### config.mk
export PLATFORM = sky130hd
export DESIGN_NAME = bimodal_pred
export DESIGN_NICKNAME = d
export VERILOG_FILES = /design/src/rtl/bp_pkg.sv /design/src/rtl/bp_index.sv /design/src/rtl/bp_entry.sv /design/src/rtl/bp_sat_cnt.sv /design/src/rtl/bimodal_pred.sv
export SDC_FILE = /design/constraint.sdc
export NUM_CORES = 1
export LEC_CHECK = 0
export ABC_AREA = 1
export BUFFER_PORTS_ARGS = -buffer_cell sky130_fd_sc_hd__clkbuf_2
export CORE_MARGIN = 1
export CORE_UTILIZATION = 50
export CTS_BUF_LIST = sky130_fd_sc_hd__clkbuf_2
export DETAILED_ROUTE_END_ITERATION = 10
export GPL_ROUTABILITY_DRIVEN = 1
export HOLD_SLACK_MARGIN = 0.06
export PLACE_DENSITY_LB_ADDON = 0.1
export SYNTH_ARGS = -nofsm -noshare
export SYNTH_HDL_FRONTEND = slang
export SYNTH_SLANG_ARGS = --single-unit
### constraint.sdc
create_clock -name clk_i -period 1.9 [get_ports clk_i]
set_input_delay 0.38 -clock clk_i [delete_from_list [all_inputs] [get_ports clk_i]]
set_output_delay 0.38 -clock clk_i [all_outputs]
set_load 0.02 [all_outputs]
### src/rtl/bp_pkg.sv
`timescale 1ns/1ps
package bp_pkg;
  typedef logic [1:0] ctr2_t;

  localparam ctr2_t CTR_MIN   = 2'd0;
  localparam ctr2_t CTR_MAX   = 2'd3;
  localparam ctr2_t CTR_RESET = 2'd2;  // weakly taken

  function automatic ctr2_t ctr_step(ctr2_t c, logic taken);
    if (taken) return (c == CTR_MAX) ? c : c + 2'd1;
    else       return (c == CTR_MIN) ? c : c - 2'd1;
  endfunction
endpackage

### src/rtl/bp_index.sv
`timescale 1ns/1ps
module bp_index #(
  parameter int ADDR_W = 32,
  parameter int IDX_W  = 2
) (
  input  logic [ADDR_W-1:0] pc_i,
  output logic [IDX_W-1:0]  idx_o
);
  assign idx_o = pc_i[IDX_W+1:2];

  logic unused_pc;
  assign unused_pc = ^{pc_i[ADDR_W-1:IDX_W+2], pc_i[1:0]};
endmodule

### src/rtl/bp_entry.sv
`timescale 1ns/1ps
module bp_entry
  import bp_pkg::*;
#(
  parameter bit ONE_BIT = 1'b0
) (
  input  logic  clk_i,
  input  logic  rst_ni,
  input  logic  we_i,
  input  logic  taken_i,
  output logic  pred_o,
  output ctr2_t state_o
);
  if (ONE_BIT) begin : g_last
    logic last_q;
    always_ff @(posedge clk_i or negedge rst_ni) begin
      if (!rst_ni)   last_q <= 1'b1;
      else if (we_i) last_q <= taken_i;
    end
    assign pred_o  = last_q;
    assign state_o = {last_q, last_q};
  end else begin : g_ctr
    ctr2_t ctr_q;
    always_ff @(posedge clk_i or negedge rst_ni) begin
      if (!rst_ni)   ctr_q <= CTR_RESET;
      else if (we_i) ctr_q <= ctr_step(ctr_q, taken_i);
    end
    assign pred_o  = ctr_q[1];
    assign state_o = ctr_q;
  end
endmodule

### src/rtl/bp_sat_cnt.sv
`timescale 1ns/1ps
module bp_sat_cnt #(
  parameter int W = 16
) (
  input  logic         clk_i,
  input  logic         rst_ni,
  input  logic         inc_i,
  output logic [W-1:0] count_o
);
  logic [W-1:0] cnt_q;

  always_ff @(posedge clk_i or negedge rst_ni) begin
    if (!rst_ni)                    cnt_q <= '0;
    else if (inc_i && cnt_q != '1) cnt_q <= cnt_q + 1'b1;
  end

  assign count_o = cnt_q;
endmodule

### src/rtl/bimodal_pred.sv
`timescale 1ns/1ps
module bimodal_pred
  import bp_pkg::*;
#(
  parameter int ADDR_W  = 32,
  parameter int IDX_W   = 2,
  parameter bit ONE_BIT = 1'b0,
  parameter int CNT_W   = 16
) (
  input  logic              clk_i,
  input  logic              rst_ni,
  input  logic              lkp_valid_i,
  input  logic [ADDR_W-1:0] lkp_pc_i,
  output logic              lkp_taken_o,
  input  logic              upd_valid_i,
  input  logic [ADDR_W-1:0] upd_pc_i,
  input  logic              upd_taken_i,
  output logic [CNT_W-1:0]  lkp_count_o,
  output logic [CNT_W-1:0]  miss_count_o
);
  localparam int ENTRIES = 1 << IDX_W;

  logic [IDX_W-1:0]          lkp_idx;
  logic [IDX_W-1:0]          upd_idx;
  logic [ENTRIES-1:0]        pred_vec;
  ctr2_t [ENTRIES-1:0]       state_vec;
  logic                      upd_pred;
  logic                      miss_inc;

  bp_index #(.ADDR_W(ADDR_W), .IDX_W(IDX_W)) u_lkp_idx (
    .pc_i (lkp_pc_i),
    .idx_o(lkp_idx)
  );

  bp_index #(.ADDR_W(ADDR_W), .IDX_W(IDX_W)) u_upd_idx (
    .pc_i (upd_pc_i),
    .idx_o(upd_idx)
  );

  for (genvar i = 0; i < ENTRIES; i++) begin : g_ent
    bp_entry #(.ONE_BIT(ONE_BIT)) u_ent (
      .clk_i  (clk_i),
      .rst_ni (rst_ni),
      .we_i   (upd_valid_i && (upd_idx == IDX_W'(i))),
      .taken_i(upd_taken_i),
      .pred_o (pred_vec[i]),
      .state_o(state_vec[i])
    );
  end

  // reads see registered state, so same-cycle updates are not visible yet
  assign lkp_taken_o = pred_vec[lkp_idx];
  assign upd_pred    = pred_vec[upd_idx];
  assign miss_inc    = upd_valid_i && (upd_taken_i != upd_pred);

  bp_sat_cnt #(.W(CNT_W)) u_lkp_cnt (
    .clk_i  (clk_i),
    .rst_ni (rst_ni),
    .inc_i  (lkp_valid_i),
    .count_o(lkp_count_o)
  );

  bp_sat_cnt #(.W(CNT_W)) u_miss_cnt (
    .clk_i  (clk_i),
    .rst_ni (rst_ni),
    .inc_i  (miss_inc),
    .count_o(miss_count_o)
  );
endmodule

# After elaboration in Yosys (flattened, before gate mapping)

Index checks and enable logic that the tools add are counted.

Add/subtract/negate cells: 10
Magnitude comparators: 2
Equal/unequal tests: 18
Multiplexer cells: 16
Reduce and logical (&&, ||, !) cells: 16

Operators by type and width:

| kind                    | number |
|---|---|
| $add A16 B1 Y16 const B | 2 |
| $ne A16 B16 Y1 const B  | 2 |
| $mux W2                 | 12 |
| $ne A2 B2 Y1 const B    | 8 |
| $eq A2 B2 Y1 const B    | 6 |
| $reduce_and A3 Y1       | 4 |
| $logic_not A2 Y1        | 5 |
| $add A2 B1 Y2 const B   | 4 |
| $sub A2 B1 Y2 const B   | 4 |
| $logic_and A1 B1 Y1     | 7 |
| $lt A2 B3 Y1 const B    | 2 |
| $bmux W1 S2             | 2 |
| $eq A2 B1 Y1 const B    | 1 |
| $mux W1                 | 2 |
| $ne A1 B1 Y1            | 1 |

Logic and storage cells: 68
Register bits after elaboration: 40
Output and inout port bits: 33

# Longest topological paths before layout

Depth after elaboration: 5
Mapped depth: 11
Mapped depth without buffers: 10

# Hierarchy

From an unflattened synthesis, not the netlist that was laid out.

Cells, all modules: 384
Area, all modules: 2703.8 um^2

Modules (own cells, without submodules):

| module       | times used | area each (um^2) | cells each | seq. area each (um^2) |
|---|---|---|---|---|
| bp_sat_cnt   | 2          | 1058.5           | 149        | 400.4 |
| bp_entry     | 4          | 111.4            | 14         | 51.3 |
| bimodal_pred | 1          | 111.4            | 26         | 0.0 |
| bp_index     | 2          | 15.0             | 2          | 0.0 |

# Worst setup path after synthesis

Ideal clock, no wire load.

Path type: register -> register
Start point: register u_miss_cnt.cnt_q[0], in the netlist u_miss_cnt.count_o[0]
End point: register u_miss_cnt.cnt_q[13], in the netlist u_miss_cnt.count_o[13]
Cell stages (with the launch flop): 8
Arrival time: 1.582 ns
Path buffers: 1
Slack: 0.201 ns
Library setup time: 0.117 ns
Required time: 1.783 ns
Path through: dfrtp_1 ha_1 nand3_1 nor2_2 nand4_2 buf_2 nand3_1 nand2_1

Longest elaborated chain between the ends: 2
Elaborated cells on any way between the ends: 3
Those cells by class: add/sub: 1; eq/ne: 1; reduce/logical: 1

RTL lines:

| what                                                                    | RTL line         | source |
|---|---|---|
| start: declaration                                                      | bp_sat_cnt.sv:10 | `logic [W-1:0] cnt_q;` |
| start signal: assignment                                                | bp_sat_cnt.sv:14 | `else if (inc_i && cnt_q != '1) cnt_q <= cnt_q + 1'b1;` |
| parallel branches: the longest is 2 deep, another holds $add A16 B1 Y16 | -                |  |

Parallel ways; which one is timed is not known.
A chain may end at the register's enable or synchronous reset.

# Worst setup path in the final report

Start point: register g_ent[3].u_ent.g_ctr.ctr_q[1]
End point: output lkp_taken_o

Longest elaborated chain between the ends: 2

RTL lines:

| what                          | RTL line           | source |
|---|---|---|
| start: declaration            | bp_entry.sv:23     | `ctr2_t ctr_q;` |
| start signal: assignment      | bp_entry.sv:26     | `else if (we_i) ctr_q <= ctr_step(ctr_q, taken_i);` |
| $bmux W1 S2                   | bimodal_pred.sv:52 | `assign lkp_taken_o = pred_vec[lkp_idx];` |
| $mux W1 (implied by the code) | bimodal_pred.sv:52 |  |
| end: declaration              | bimodal_pred.sv:14 | `output logic lkp_taken_o,` |

Every way passes these cells. The select of a mux whose other input is x is not followed.

==> impl_metrics.csv <==
group,metric,value,unit
finish,fin_cells,437,
pwr,sw_frac_of_total,41.3,%
global_routing,grt_pass1_vias,2095,
finish,insertedDiodeCount,0,
routing,viasPerCell,5.20,
sta,final.setup_skew,0.0147,ns
finish,multiInputGateArea,1290,um2
yosys,ys_seq_area_share,41.5,%
finish,area_delta_synth_final,16.0,%
sta,fin_crit_sh,94.6,%
critical_path,critPathKind,"flop to output port",
die,initial_core_util,53.9,%
run_status,status,"complete, no violations",
routing,first_pass_iters,4,
yosys,ys_seq_elements,40,
yosys,synth.distinct_cells,30,
die,core-area,4500,um2
placement,place_inst,426,
hold_path,holdCritPathClass,"input port to flop",
pwr,power_frac_seq,46.8,%
clock_tree,clock-sinks,40,
global_routing,grt_first_pass_wirelength,9320,um
yosys,synthCells,334,
sta,worst_pin_slew,0.516,ns
die,die_w,71.7,um
flow_run,drv_cap,0,
critical_path,start_kind,"flop",
routing,drt_iter0_markers,160,
yosys,synth_edf_count,0,
die,ios,102,
placement,hpwl,3920,um
pwr,leakagePower,1.43,nW
finish,final_net_count,455,
clock_tree,root_buffer,"clkbuf_2",
yosys,synth_area_leaders,"dfrtp_1, nand2_1, nand3_1",
routing,route.detailed.drc,0,
yosys,synth_most_common_cell,"nand2_1",
critical_path,required,1.52,ns
yosys,synthDominantCellAreaShare,37.1,%
sta,rsz0062_at_grt,"no",
pwr,vdd_drop_max,732,uV
critical_path,endpoint_kind,"output port",
clock_tree,cts_tree,"yes",
sta,period_needed,1.80,ns
finish,utilization,62.5,%
routing,wl_per_cell,12.5,um
finish,fillers,421,
yosys,yosys_warnings,0,
die,rows,24,
sta,final_max_slew_viol_count,0,
clock_tree,insertion_delay,0.41,ns
clock_tree,cts_made_buffers,5,
yosys,syn_avg_cell_area,7.26,um2
global_routing,overflow,0,
routing,drt-total-wl,5480,um
yosys,yosys.area.top_type,"dfrtp_1",
global_routing,antenna_found_initial,0,
yosys,synth_flop_cell,"dfrtp_1",
yosys,synth-async-reset-ratio,100,%
yosys,syn_nets,405,
finish,regArea,1010,um2
die,die_area,5130,um2
sta,tns,0,ns
sta,max_freq,556,MHz
critical_path,path_max_fanout,5,
critical_path,crit_arrival,1.42,ns
sta,maxSlewHeadroom,65.6,%
pwr,p_sw,0.00118,W
pwr,p_int,0.00168,W
global_routing,grtUsageTotal,23.1,%
clock_tree,cts.clk_slew.worst_paths,0.20,ns
finish,layout-drive-gt1-share,18.2,%
placement,gp_congestion,0.838,
clock_tree,clockBufferDepth,2,
pwr,p_clk_share,17.7,%
routing,vias,2272,
sta,hold_viol_final,0,
yosys,synthTopCellsByCount,"nand2_1, dfrtp_1, nand3_1",
global_routing,grt_max_degree,22,
pwr,comb_power_share,35.6,%
placement,port_buffers,41,
clock_tree,cts_max_level,2,
sta,setup_violations,0,
routing,ant_nets,0,
die,die_h,71.7,um
yosys,syn_area,2430,um2
pwr,power_density,1020,nW/um2
[power groups by stage]
| stage | combinational [W] | clock [W] | sequential, W |
|---|---|---|---|
| 2_1_floorplan | 0.000549 | 0 | 0.00145 |
| 3_3_place_gp | 0.000946 | 0 | 0.00134 |
| 3_5_place_dp | 0.000984 | 0 | 0.00135 |
| 4_1_cts | 0.000994 | 0.000524 | 0.00133 |
| 5_1_grt | 0.00114 | 0.000555 | 0.00138 |
| 6_report | 0.00102 | 0.000505 | 0.00134 |
[logic make-up after synthesis]
logic type,after synthesis,share of synthesized area (%)
compound gates,32,7.37
simple gates,204,36.5
xor+xnor,21,7.58
buf+inv,35,6.03
flops,40,41.5
fa+ha+maj,2,1.03
[layout make-up]
type | instances | area share [%]
well taps | 52 | 2.31
clock buffers | 5 | 0.889
multi-input cells | 259 | 45.8
clock inverters | 3 | 1.33
inverters | 28 | 3.73
flip-flops and latches | 40 | 35.7
repair buffers | 50 | 10.2
[worst max-delay path: stages, from the launching register on]
cell and delay (ns):
dfstp_2 0.61, nand2_1 0.06, a32oi_1 0.17, buf_2 0.19
[routing by layer]
layer  up-vias  GRT usage, %  wire length, um
li1       1172             -                -
met1      1039          30.1             2540
met2        54          38.9             2650
met3         7          4.64              224
met4         0          6.75               68
met5         -             0                0
[flip-flops by register name, summed over array words and instances (netlist names)]
| name | flops |
|---|---|
| u_lkp_cnt.count_o | 16 |
| u_miss_cnt.count_o | 16 |
| g_ent.u_ent.state_o | 8 |
[repair_timing]
| item | 4_1_cts | 5_1_grt |
|---|---|---|
| hold buffers | 1 | 0 |
| endpoints found under the hold margin | 15 | 0 |
| setup buffers | 0 | 2 |
| gates resized for setup | 0 | 4 |
| setup endpoints to repair | 0 | 16 |
[per-stage QoR]
| stage | power (W) | hold slack (ns) | instance area [um2] | worst slack [ns] |
|---|---|---|---|---|
| after floorplan | 0.00200 | 0.0844 | 2430 | 0.201 |
| after global placement | 0.00229 | 0.375 | 2710 | 0.151 |
| after detailed placement | 0.00233 | 0.377 | 2710 | 0.137 |
| after CTS | 0.00285 | 0.247 | 2790 | 0.0617 |
| after global routing | 0.00308 | 0.242 | 2810 | 0.000850 |
| final | 0.00286 | 0.271 | 2810 | 0.103 |
[layout by cell type (no fill, tap or decap), types with 7 or more instances in the layout]
| master | instances |
|---|---|
| nor2_1 | 31 |
| o21ai_0 | 16 |
| clkbuf_2 | 45 |
| nand3_1 | 33 |
| nand2_1 | 120 |
| xor2_1 | 11 |
| buf_4 | 7 |
| inv_1 | 26 |
| xnor2_1 | 10 |
| dfrtp_1 | 36 |
[worst paths after layout]
check / start / end / slack, ns / cells after the start
worst max-delay path: g_ent[3].u_ent.state_o[1]$_DFFE_PN1P_ / lkp_taken_o / 0.10 / 3
worst min register to register: g_ent[2].u_ent.state_o[0]$_DFFE_PN0P_ / g_ent[2].u_ent.state_o[0]$_DFFE_PN0P_ / 0.54 / 2
worst max register to register: u_lkp_cnt.count_o[0]$_DFFE_PN0P_ / u_lkp_cnt.count_o[2]$_DFFE_PN0P_ / 0.16 / 9
worst min-delay path: upd_pc_i[2] / g_ent[3].u_ent.state_o[1]$_DFFE_PN1P_ / 0.27 / 3
min in group asynchronous: rst_ni / u_lkp_cnt.count_o[9]$_DFFE_PN0P_ / 0.44 / 2
max in group asynchronous: rst_ni / u_miss_cnt.count_o[6]$_DFFE_PN0P_ / 0.97 / 3
(Power assumes the default switching activity.)
